`config.mk`:
```
export PLATFORM = sky130hd
export DESIGN_NAME = vec_trap_router
export DESIGN_NICKNAME = d
export VERILOG_FILES = /design/src/rtl/vtr_pkg.sv /design/src/rtl/vtr_field_chk.sv /design/src/rtl/vtr_trapreg_chk.sv /design/src/rtl/vtr_prio.sv /design/src/rtl/vec_trap_router.sv
export SDC_FILE = /design/constraint.sdc
export NUM_CORES = 1
export LEC_CHECK = 0
export BUFFER_PORTS_ARGS = -buffer_cell sky130_fd_sc_hd__buf_2
export CAP_MARGIN = 10
export CORE_MARGIN = 2
export CORE_UTILIZATION = 12
export CTS_CLUSTER_SIZE = 40
export DETAILED_ROUTE_END_ITERATION = 10
export PLACE_DENSITY = 0.89
export SLEW_MARGIN = 20
export SYNTH_ARGS = -nofsm -noshare
export SYNTH_HDL_FRONTEND = slang
export SYNTH_SLANG_ARGS = --single-unit
```
`constraint.sdc`:
```
create_clock -name clk -period 2.1 [get_ports clk]
set_input_delay 0.42 -clock clk [delete_from_list [all_inputs] [get_ports clk]]
set_output_delay 0.42 -clock clk [all_outputs]
set_load 0.1 [all_outputs]
```
`src/rtl/vtr_pkg.sv`:
```
package vtr_pkg;
  typedef logic [1:0] el_t;

  localparam el_t EL_NONE = 2'd0;
  localparam el_t EL_ONE  = 2'd1;
  localparam el_t EL_TWO  = 2'd2;
  localparam el_t EL_MON  = 2'd3;

  localparam int VEC_EN_LSB  = 16;
  localparam int FP_EN_LSB   = 20;
  localparam int TRAP_VEC_IX = 8;
  localparam int TRAP_FP_IX  = 10;
  localparam int N_CHECKS    = 4;
endpackage

```
`src/rtl/vtr_field_chk.sv`:
```
module vtr_field_chk
  import vtr_pkg::*;
#(
  parameter int CTRL_W = 32,
  parameter int LSB    = 16
) (
  input  logic [CTRL_W-1:0] ctrl_i,
  input  el_t               cur_el_i,
  input  logic              secure_i,
  input  logic              el3_aa64_i,
  output logic              hit_o,
  output el_t               tgt_o
);
  logic [1:0] fld;

  always_comb begin
    fld = ctrl_i[LSB +: 2];
    unique case (fld)
      2'b11:   hit_o = 1'b0;
      2'b01:   hit_o = (cur_el_i == EL_NONE);
      default: hit_o = (cur_el_i <= EL_ONE);
    endcase
    tgt_o = (secure_i && !el3_aa64_i) ? EL_MON : EL_ONE;
  end
endmodule

```
`src/rtl/vtr_trapreg_chk.sv`:
```
module vtr_trapreg_chk
  import vtr_pkg::*;
#(
  parameter int CTRL_W = 32,
  parameter bit IS_MON = 1'b0
) (
  input  logic [CTRL_W-1:0] ctrl_i,
  input  el_t               cur_el_i,
  input  logic              secure_i,
  output logic              hit_o,
  output el_t               tgt_o
);
  logic vec_b, fp_b;

  assign vec_b = ctrl_i[TRAP_VEC_IX];
  assign fp_b  = ctrl_i[TRAP_FP_IX];

  generate
    if (IS_MON) begin : g_mon
      assign hit_o = !vec_b || fp_b;
      assign tgt_o = EL_MON;
    end else begin : g_hyp
      logic sec_below;
      assign sec_below = secure_i && (cur_el_i != EL_MON);
      assign hit_o = (cur_el_i <= EL_TWO) && (vec_b || fp_b) && !sec_below;
      assign tgt_o = EL_TWO;
    end
  endgenerate
endmodule

```
`src/rtl/vtr_prio.sv`:
```
module vtr_prio
  import vtr_pkg::*;
#(
  parameter int N = 4
) (
  input  logic [N-1:0]      hit_i,
  input  el_t  [N-1:0]      tgt_i,
  output el_t               sel_o
);
  always_comb begin
    sel_o = EL_NONE;
    for (int i = N - 1; i >= 0; i--) begin
      if (hit_i[i]) sel_o = tgt_i[i];
    end
  end
endmodule

```
`src/rtl/vec_trap_router.sv`:
```
module vec_trap_router
  import vtr_pkg::*;
#(
  parameter int CTRL_W = 32
) (
  input  logic              clk,
  input  logic              rst_n,
  input  logic              req_i,
  input  logic [1:0]        cur_el_i,
  input  logic              secure_i,
  input  logic              el3_aa64_i,
  input  logic [CTRL_W-1:0] acc_ctl_i,
  input  logic [CTRL_W-1:0] hyp_trap_i,
  input  logic [CTRL_W-1:0] mon_trap_i,
  output logic [1:0]        comb_tgt_o,
  output logic [1:0]        tgt_o,
  output logic              trap_o
);
  logic [N_CHECKS-1:0] hit;
  el_t  [N_CHECKS-1:0] tgt;
  el_t                 dec;

  vtr_field_chk #(.CTRL_W(CTRL_W), .LSB(VEC_EN_LSB)) u_vec (
    .ctrl_i(acc_ctl_i), .cur_el_i(cur_el_i), .secure_i(secure_i),
    .el3_aa64_i(el3_aa64_i), .hit_o(hit[0]), .tgt_o(tgt[0])
  );

  vtr_field_chk #(.CTRL_W(CTRL_W), .LSB(FP_EN_LSB)) u_fp (
    .ctrl_i(acc_ctl_i), .cur_el_i(cur_el_i), .secure_i(secure_i),
    .el3_aa64_i(el3_aa64_i), .hit_o(hit[1]), .tgt_o(tgt[1])
  );

  vtr_trapreg_chk #(.CTRL_W(CTRL_W), .IS_MON(1'b0)) u_hyp (
    .ctrl_i(hyp_trap_i), .cur_el_i(cur_el_i), .secure_i(secure_i),
    .hit_o(hit[2]), .tgt_o(tgt[2])
  );

  vtr_trapreg_chk #(.CTRL_W(CTRL_W), .IS_MON(1'b1)) u_mon (
    .ctrl_i(mon_trap_i), .cur_el_i(cur_el_i), .secure_i(secure_i),
    .hit_o(hit[3]), .tgt_o(tgt[3])
  );

  vtr_prio #(.N(N_CHECKS)) u_prio (
    .hit_i(hit), .tgt_i(tgt), .sel_o(dec)
  );

  assign comb_tgt_o = dec;

  el_t  tgt_q, tgt_d;
  logic trap_q, trap_d;

  always_comb begin
    tgt_d  = tgt_q;
    trap_d = trap_q;
    if (req_i) begin
      tgt_d  = dec;
      trap_d = (dec != EL_NONE);
    end
  end

  always_ff @(posedge clk or negedge rst_n) begin
    if (!rst_n) begin
      tgt_q  <= EL_NONE;
      trap_q <= 1'b0;
    end else begin
      tgt_q  <= tgt_d;
      trap_q <= trap_d;
    end
  end

  assign tgt_o  = tgt_q;
  assign trap_o = trap_q;

  a_r7_capture: assert property (@(posedge clk) disable iff (!rst_n)
    req_i |=> (tgt_o == $past(comb_tgt_o)));

  a_r7_hold: assert property (@(posedge clk) disable iff (!rst_n)
    !req_i |=> $stable(tgt_o));

  a_r8_valid_flag: assert property (@(posedge clk) disable iff (!rst_n)
    trap_o == (tgt_o != EL_NONE));

  a_r4_no_hyp_secure: assert property (@(posedge clk) disable iff (!rst_n)
    secure_i |-> (comb_tgt_o != EL_TWO));

  a_r1_mon_level_only_mon: assert property (@(posedge clk) disable iff (!rst_n)
    (cur_el_i == EL_MON) |-> (comb_tgt_o == EL_NONE || comb_tgt_o == EL_MON));

  a_r5_mon_trap: assert property (@(posedge clk) disable iff (!rst_n)
    (!mon_trap_i[TRAP_VEC_IX] || mon_trap_i[TRAP_FP_IX]) |-> (comb_tgt_o != EL_NONE));

  a_r6_all_open: assert property (@(posedge clk) disable iff (!rst_n)
    (acc_ctl_i[VEC_EN_LSB +: 2] == 2'b11 && acc_ctl_i[FP_EN_LSB +: 2] == 2'b11 &&
     !hyp_trap_i[TRAP_VEC_IX] && !hyp_trap_i[TRAP_FP_IX] &&
     mon_trap_i[TRAP_VEC_IX] && !mon_trap_i[TRAP_FP_IX]) |-> (comb_tgt_o == EL_NONE));
endmodule

```
==> impl_metrics.yaml, run 1 <==
die:
  dieHeight_microns: 43.7
  die_area_sq_um: 1910
  die_x_microns: 43.7
  fp-row-count: 14
  pin_count: 108
  initial_core_util_pct: 12.7
  coreArea_sq_um: 1490
final_layout:
  num_antenna_cells: 0
  final_area_sq_um: 382
  final_nets: 146
  fillCellCount: 163
  layout-drive-gt1-share_pct: 61.9
  area_growth_pct: 102
  finish.utilization_pct: 25.6
synth:
  synth_cell_types: 12
  yosys_register_bits: 3
  ys_warn_count: 0
  synthAdderAreaFrac_pct: 0
  synth_compound_area_share_pct: 37.7
  postSynthNetCount: 121
  synth-seq-area-share_pct: 39.7
  syn_area_per_cell_sq_um: 10.5
  synth_xor_area_share_pct: 0
  muxShareOfSynthArea_pct: 7.95
  syn_area_sq_um: 189
  synthSimpleGateAreaFrac_pct: 14.6
  synth_top_family_by_area: "compound AO/OA/AOI/OAI gates"
  synth_cells: 18
routing:
  drt_iter0_drc: 1
  drc: 0
  drtAntennaViolNets: 0
  drt-total-wl_microns: 617
  first_pass_iters: 2
  via_count: 238
  viasPerCell: 4.10
  routedWlPerCell_microns: 10.6
sta:
  setup_viol: 0
  fmax_ghz: 0.519
  hold_viol: 0
  tightest_slew_ns: 0.539
  slew_violations: 0
  period_share_pct: 91.8
  min_period_ns: 1.93
  timing.final.ws_setup_ns: 0.172
  slew_headroom_pct: 64.0
  fin_skew_ns: 0
  setup_tns_ns: 0
  rsz0062_at_grt: "false"
status:
  status: "finished, final reports clean"
placed_design:
  placed_area_sq_um: 345
  dp_hpwl_microns: 551
  gp_congestion: 0.613
  dp_slack_ns: 0.138
  io_buffer_count: 19
worst_setup_path:
  start_kind: "primary input"
  crit_path_start: "acc_ctl_i[17]"
  cp-end-kind: "primary output"
  crit_fanout: 4
  slowest_stage: "nor3b_1"
  rrSetupSlack_ns: 1.33
  reg2reg_depth: 3
  crit_end: "comb_tgt_o[1]"
  worstSetupPathType: "primary input to primary output"
  rr_startpoint: "tgt_o[1]$_DFFE_PN0P_"
  critPathArrivalTime_ns: 1.51
  reg2reg_to: "tgt_o[1]$_DFFE_PN0P_"
  crit_required_ns: 1.68
  max_stage_delay_ns: 0.50
  crit_chain: "buf_2 > a21o_2 > a31oi_4 > nor3b_1 > a21oi_4 > buf_12"
global_routing:
  track_usage_pct: 7.76
  grt_pass1_wl_mm: 1.02
  antenna_found_initial: 0
  grt_max_degree: 7
  grt_pass1_vias: 276
  overflow: 0
pwr:
  p_int_mw: 0.176
  p_leak_nw: 0.175
  cellPowerDensity_nw_per_um2: 788
  pwr-share-comb_pct: 44.8
  switching_share_pct: 41.4
  p_clk_share_pct: 33.0
  p_seq_share_pct: 22.2
  p_sw_mw: 0.125
  max-vdd-ir-drop_v: 0.000194
clock_network:
  htree_levels: 1
  cts_buffer_depth: 2
  cts_root_buf: "clkbuf_4"
  clkTransAtPathRegs_ns: 0.04
  cts_resized: 0
  clock_latency_ns: 0.23
  post_cts_buffers: 0
  cts_made_buffers: 3
  cts_tree: "built"
  cts_sinks: 3
  hold_buffers: 1
hold_path:
  hp-class: "primary input to flip-flop"
job:
  maxCapViolCount: 0
## stage by stage
step	hold slack [ns]	total power [mW]	cells
6_report	0.447	0.301	58
4_1_cts	0.443	0.306	58
3_3_place_gp	0.215	0.200	53
2_1_floorplan	0.124	0.159	18
3_5_place_dp	0.215	0.202	53
5_1_grt	0.463	0.316	58
## cells in the final DEF (no fill, tap or decap)
master	netlist	layout
a21o_1	1	1
nand2b_1	2	2
dfrtp_1	3	3
a21o_2	1	1
a21oi_1	3	2
clkbuf_4	0	3
a31oi_1	1	1
a21boi_1	1	1
a21oi_4	0	1
nor2_1	2	2
dlygate4sd3_1	0	1
clkbuf_1	0	1
mux2_4	1	1
nor3b_1	1	1
o21ai_0	1	1
a31oi_4	1	1
buf_12	0	2
buf_2	0	17
## worst min path at each step
stage,from,end,slack (ns),cells past startpoint
after floorplan,rst_n,tgt_o[0]$_DFFE_PN0P_,0.12,0
after global placement,rst_n,tgt_o[0]$_DFFE_PN0P_,0.22,1
after detailed placement,rst_n,trap_o$_DFFE_PN0P_,0.21,1
after CTS,req_i,tgt_o[1]$_DFFE_PN0P_,0.44,2
after global routing,req_i,tgt_o[1]$_DFFE_PN0P_,0.46,2
final,req_i,tgt_o[1]$_DFFE_PN0P_,0.45,2
## cell families (layout without fill, tap and decap cells)
kind of cell | after synthesis | after routing
buffers and inverters | 0 | 24
DFF | 3 | 3
and+or+nand+nor | 5 | 5
AOI/OAI and AO/OA | 9 | 9
muxes | 1 | 1
## metal layers
metal,vias to the layer above,track usage (%),share of wire (%),routed length [microns]
li1,116,-,-,-
met1,118,5.36,28,172
met2,4,15.9,67,414
met3,0,2.92,4.9,30
met4,0,5.45,0,0
met5,-,0,0,0
## cell type report
cell class	count	area [sq um]	area share [%]
Sequential cell	3	75.1	19.7
Multi-Input combinational cell	15	125	32.8
Timing Repair Buffer	20	135	35.4
Clock buffer	4	26.3	6.89
Tap cell	16	20.0	5.25
## power by group through the flow
stage	sequential, mW	combinational (mW)	clock (mW)
floorplan	0.111	0.0481	0
global placement	0.0673	0.132	0
detailed placement	0.0676	0.135	0
CTS	0.0670	0.136	0.103
global route	0.0673	0.141	0.108
finish	0.0667	0.135	0.0992
## state kept, by name, summed over array words and instances, names as in the netlist
register,cells
trap_o,1
tgt_o,2
## critical path: cells and delay by family
kind                   cells  cell delay [ns]
AOI/OAI and AO/OA          3             0.32
buffers and inverters      2             0.27
and+or+nand+nor            1             0.50
## cells in the mapped netlist
master    instances  area (sq um)
a21o_2            1          8.76
nor2_1            2          7.51
nor3b_1           1          7.51
a31oi_4           1          21.3
a21oi_1           3          15.0
o21ai_0           1          5.00
a31oi_1           1          6.26
a21o_1            1          7.51
nand2b_1          2          12.5
dfrtp_1           3          75.1
mux2_4            1          15.0
a21boi_1          1          7.51
No activity file was read; power rests on OpenSTA's default activity.
==> run 2: changes to the inputs <==
BUFFER_PORTS_ARGS = default   (was -buffer_cell sky130_fd_sc_hd__buf_2)
CORE_AREA = 2 2 42 44   (was default)
CORE_MARGIN = default   (was 2)
CORE_UTILIZATION = default   (was 12)
DIE_AREA = 0 0 44 46   (was default)
DONT_BUFFER_PORTS = 1   (was default)
PLACE_DENSITY = 0.3   (was 0.89)
clock period = 2.4 ns   (was 2.1 ns; I/O delays follow)
==> run 2 against run 1 <==
Register-to-register slack worse by 0.21 ns. Critical endpoint unchanged. Critical path type unchanged. Sequential cell count unchanged. Hold slack worse by 0.12 ns. Final area down 27%. Combinational power down 43%. First-iteration DRC count rose to 5.0 times the previous value. Highest routed layer unchanged. Setup slack better by 0.31 ns.
==> impl_metrics.yaml, run 2 (synthesis gave the netlist of run 1 again) <==
routing:
  drc: 0
  first_pass_iters: 3
  via_count: 182
  drt_iter0_drc: 5
  viasPerCell: 4.14
  drtAntennaViolNets: 0
  drt-total-wl_microns: 507
  routedWlPerCell_microns: 11.5
die:
  die_area_sq_um: 2020
  die_x_microns: 44
  pin_count: 108
  fp-row-count: 15
  coreArea_sq_um: 1610
  dieHeight_microns: 46
  initial_core_util_pct: 11.7
worst_setup_path:
  critPathArrivalTime_ns: 1.44
  max_stage_delay_ns: 0.30
  rrSetupSlack_ns: 1.12
  cp-end-kind: "primary output"
  path_delay_family: "compound AO/OA/AOI/OAI gates"
  rr_startpoint: "tgt_o[0]$_DFFE_PN0P_"
  crit_chain: "a21o_2 > a31oi_4 > nor3b_1 > a21oi_2 > buf_4"
  start_kind: "primary input"
  reg2reg_depth: 1
  reg2reg_to: "tgt_o[0]$_DFFE_PN0P_"
  slowest_stage: "buf_4"
  crit_fanout: 4
  worstSetupPathType: "primary input to primary output"
  crit_buf_inv: 1
  crit_required_ns: 1.92
sta:
  tightest_slew_ns: 0.901
  setup_viol: 0
  setup_tns_ns: 0
  min_period_ns: 1.92
  fmax_ghz: 0.521
  slew_headroom_pct: 39.9
  fin_skew_ns: 0
  hold_viol: 0
  period_share_pct: 79.9
  slew_violations: 0
  rsz0062_at_grt: "false"
  holdWs_ns: 0.329
hold_path:
  min_path_cells: 1
  whs_endpoint: "tgt_o[1]$_DFFE_PN0P_"
  hp-class: "primary input to flip-flop"
  hold_path_startpoint: "req_i"
clock_network:
  clkTransAtPathRegs_ns: 0.04
  htree_levels: 1
  post_cts_buffers: 0
  cts_tree: "built"
  hold_buffers: 1
  cts_resized: 0
  cts_buffer_depth: 2
  cts_sinks: 3
  cts_root_buf: "clkbuf_4"
  clock_latency_ns: 0.23
  cts_made_buffers: 3
pwr:
  p_sw_mw: 0.101
  p_seq_share_pct: 31.2
  p_int_mw: 0.138
  max-vdd-ir-drop_v: 0.000174
  cellPowerDensity_nw_per_um2: 853
  pwr-share-comb_pct: 32.2
  p_leak_nw: 0.108
  p_clk_share_pct: 36.6
  switching_share_pct: 42.2
job:
  maxCapViolCount: 0
global_routing:
  antenna_found_initial: 0
  track_usage_pct: 5.77
  grt_max_degree: 7
  overflow: 0
  grt_pass1_vias: 199
  grt_pass1_wl_microns: 752
placed_design:
  io_buffer_count: 0
  placed_area_sq_um: 244
  gp_congestion: 0.495
final_layout:
  final_area_sq_um: 280
  layout-drive-gt1-share_pct: 40.7
  num_antenna_cells: 0
  largest_reg_flops: 2
  area_growth_pct: 48.3
  final_cell_mix: "buf_4 (4), clkbuf_4 (3), dfrtp_1 (3)"
  final_nets: 131
  mostFrequentLayoutCell: "buf_4"
status:
  status: "finished, final reports clean"
run 2: cell count changes in the layout (fill, tap and decap cells not counted):
cell / before / now
buf_12: 2 / 0
buf_4: 0 / 4
a21oi_4: 1 / 0
a21oi_2: 0 / 1
buf_2: 17 / 0
run 2: area by class of cell:
| class | count | area [sq um] |
|---|---|---|
| clock buffers | 4 | 26.3 |
| fillers | 186 | 1330 |
| multi-input cells | 15 | 118 |
| flip-flops and latches | 3 | 75.1 |
| well taps | 17 | 21.3 |
| repair buffers | 5 | 40.0 |
run 2: layer usage:
metal  global-route usage, %  up-vias  wire [microns]
met5                       0        -               0
met2                    7.65       18             249
met4                    7.27        0               0
met3                    2.38        0              69
li1                        -       84               -
met1                    6.16       80             188
run 2: worst max path at each step:
stage	startpoint	to	slack, ns	cells past startpoint
4_1_cts	acc_ctl_i[17]	comb_tgt_o[1]	0.47	5
3_5_place_dp	acc_ctl_i[17]	comb_tgt_o[1]	0.48	5
3_3_place_gp	acc_ctl_i[17]	comb_tgt_o[1]	0.48	5
5_1_grt	acc_ctl_i[17]	comb_tgt_o[1]	0.42	5
6_report	acc_ctl_i[17]	comb_tgt_o[1]	0.48	5
2_1_floorplan	acc_ctl_i[17]	comb_tgt_o[1]	0.08	4
run 2: per-stage QoR:
stage | util, % | power, mW | std cells | worst slack, ns
2_1_floorplan | - | 0.137 | 18 | 0.0768
3_3_place_gp | 15.1 | 0.150 | 39 | 0.481
3_5_place_dp | 15.1 | 0.151 | 39 | 0.485
4_1_cts | 17.4 | 0.245 | 44 | 0.472
5_1_grt | 17.4 | 0.253 | 44 | 0.424
6_report | 17.4 | 0.239 | 44 | 0.482
run 2: power groups by stage:
stage | Clock, mW | Combinational (mW) | Sequential, mW
floorplan | 0 | 0.0403 | 0.0968
global route | 0.0977 | 0.0802 | 0.0754
detailed placement | 0 | 0.0751 | 0.0754
finish | 0.0874 | 0.0769 | 0.0747
CTS | 0.0922 | 0.0775 | 0.0748
global placement | 0 | 0.0749 | 0.0750
==> run 3: changes to the inputs <==
clock period = 1.6 ns   (was 2.4 ns; I/O delays follow)
==> run 3 against run 2 <==
Non-clock buffer count grew 4. Cell count grew 9.1%. Die area is the same. Sequential power grew 19%. Power grew 67%. Combinational power grew 130%. Final area grew 29%. Utilization grew 5.0 points. Setup slack lost 0.42 ns. Critical path type unchanged. Largest power group is now combinational logic.
==> impl_metrics.yaml, run 3 (synthesis gave the netlist of run 1 again) <==
die:
  die_area_sq_um: 2020
  coreArea_sq_um: 1610
  pin_count: 108
  fp-row-count: 15
  initial_core_util_pct: 11.7
  dieHeight_microns: 46
  die_x_microns: 44
sta:
  period_share_pct: 96.0
  slew_headroom_pct: 80.6
  setup_viol: 0
  fmax_ghz: 0.651
  min_period_ns: 1.54
  rsz0062_at_grt: "false"
  hold_viol: 0
  tightest_slew_ns: 0.290
  slew_violations: 0
  fin_skew_ns: 0
  holdWs_ns: 0.167
final_layout:
  final_nets: 135
  final_cell_mix: "buf_4 (5), clkbuf_4 (3), buf_12 (3), dfrtp_1 (3)"
  area_growth_pct: 91.4
  mostFrequentLayoutCell: "buf_4"
  layout-drive-gt1-share_pct: 54.8
  num_antenna_cells: 0
  largest_reg_flops: 2
  stdcell_count: 48
global_routing:
  antenna_found_initial: 0
  grt_max_degree: 7
  grt_pass1_vias: 214
  track_usage_pct: 7.33
  overflow: 0
  grt_pass1_wl_microns: 966
worst_setup_path:
  crit_required_ns: 1.28
  rrSetupSlack_ns: 0.64
  start_kind: "primary input"
  critPathArrivalTime_ns: 1.22
  crit_path_start: "acc_ctl_i[17]"
  cp-end-kind: "primary output"
  rr_startpoint: "tgt_o[0]$_DFFE_PN0P_"
  worstSetupPathType: "primary input to primary output"
  crit_fanout: 2
routing:
  drt-total-wl_microns: 635
  drtAntennaViolNets: 0
  viasPerCell: 4.06
  first_pass_iters: 1
  via_count: 195
  drc: 0
  routedWlPerCell_microns: 13.2
  drt_iter0_drc: 0
clock_network:
  cts_sinks: 3
  cts_buffer_depth: 2
  clock_latency_ns: 0.23
  cts_root_buf: "clkbuf_4"
  clkTransAtPathRegs_ns: 0.04
  cts_made_buffers: 3
  cts_tree: "built"
  post_cts_buffers: 0
  htree_levels: 1
placed_design:
  dp_hpwl_microns: 546
  gp_congestion: 0.638
  io_buffer_count: 0
  placed_cells: 43
pwr:
  max-vdd-ir-drop_v: 0.000168
  p_leak_nw: 0.147
  cellPowerDensity_nw_per_um2: 1110
status:
  status: "finished, final reports clean"
hold_path:
  hold_path_startpoint: "req_i"
  hp-class: "primary input to flip-flop"
job:
  maxCapViolCount: 0
-- run 3: metal layers --
layer | global-route usage, % | vias to the layer above | wire (microns)
met1 | 7.35 | 98 | 242
met2 | 11.8 | 4 | 384
met5 | 0 | - | 0
met4 | 7.27 | 0 | 0
met3 | 2.38 | 0 | 8
li1 | - | 93 | -
-- run 3: path summary, 6_finish.rpt --
check / to / depth (start not counted)
worst max register to register: tgt_o[0]$_DFFE_PN0P_ / 2
worst min register to register: tgt_o[1]$_DFFE_PN0P_ / 3
min in group asynchronous: trap_o$_DFFE_PN0P_ / 1
max in group asynchronous: tgt_o[0]$_DFFE_PN0P_ / 1
worst min-delay path: trap_o$_DFFE_PN0P_ / 1
worst max-delay path: comb_tgt_o[1] / 6
-- run 3: stage by stage --
stage	TNS [ns]	utilization, %	total power [mW]	worst slack [ns]	area, sq um
2_1_floorplan	-0.158	-	0.209	-0.158	201
3_3_place_gp	0	19.8	0.263	0.0338	320
3_5_place_dp	0	19.8	0.265	0.0161	320
4_1_cts	0	22.1	0.405	0.0175	357
5_1_grt	0	22.4	0.427	0.0378	362
6_report	0	22.4	0.400	0.0648	362
-- run 3: report_power, final --
part           switching [mW]  internal (mW)
logic                   0.117         0.0609
registers             0.00506         0.0840
clock network          0.0397         0.0935
total                   0.162          0.238
-- run 3: layout make-up --
cell class / instances / area (sq um)
Sequential cell: 3 / 75.1
Fill cell: 179 / 1250
Timing Repair Buffer: 9 / 108
Clock buffer: 4 / 26.3
Tap cell: 17 / 21.3
Multi-Input combinational cell: 15 / 131
-- run 3: critical path: stages --
cell and delay, ns:
a21o_2 0.21, a31oi_4 0.15, nor3b_2 0.07, buf_4 0.14, a21oi_4 0.13, buf_12 0.19
-- run 3: what timing repair did --
action | 4_1_cts | 5_1_grt
hold buffers | 1 | 0
endpoints found under the hold margin | 3 | 0
setup endpoints to repair | 0 | 1
gates resized for setup | 0 | 2
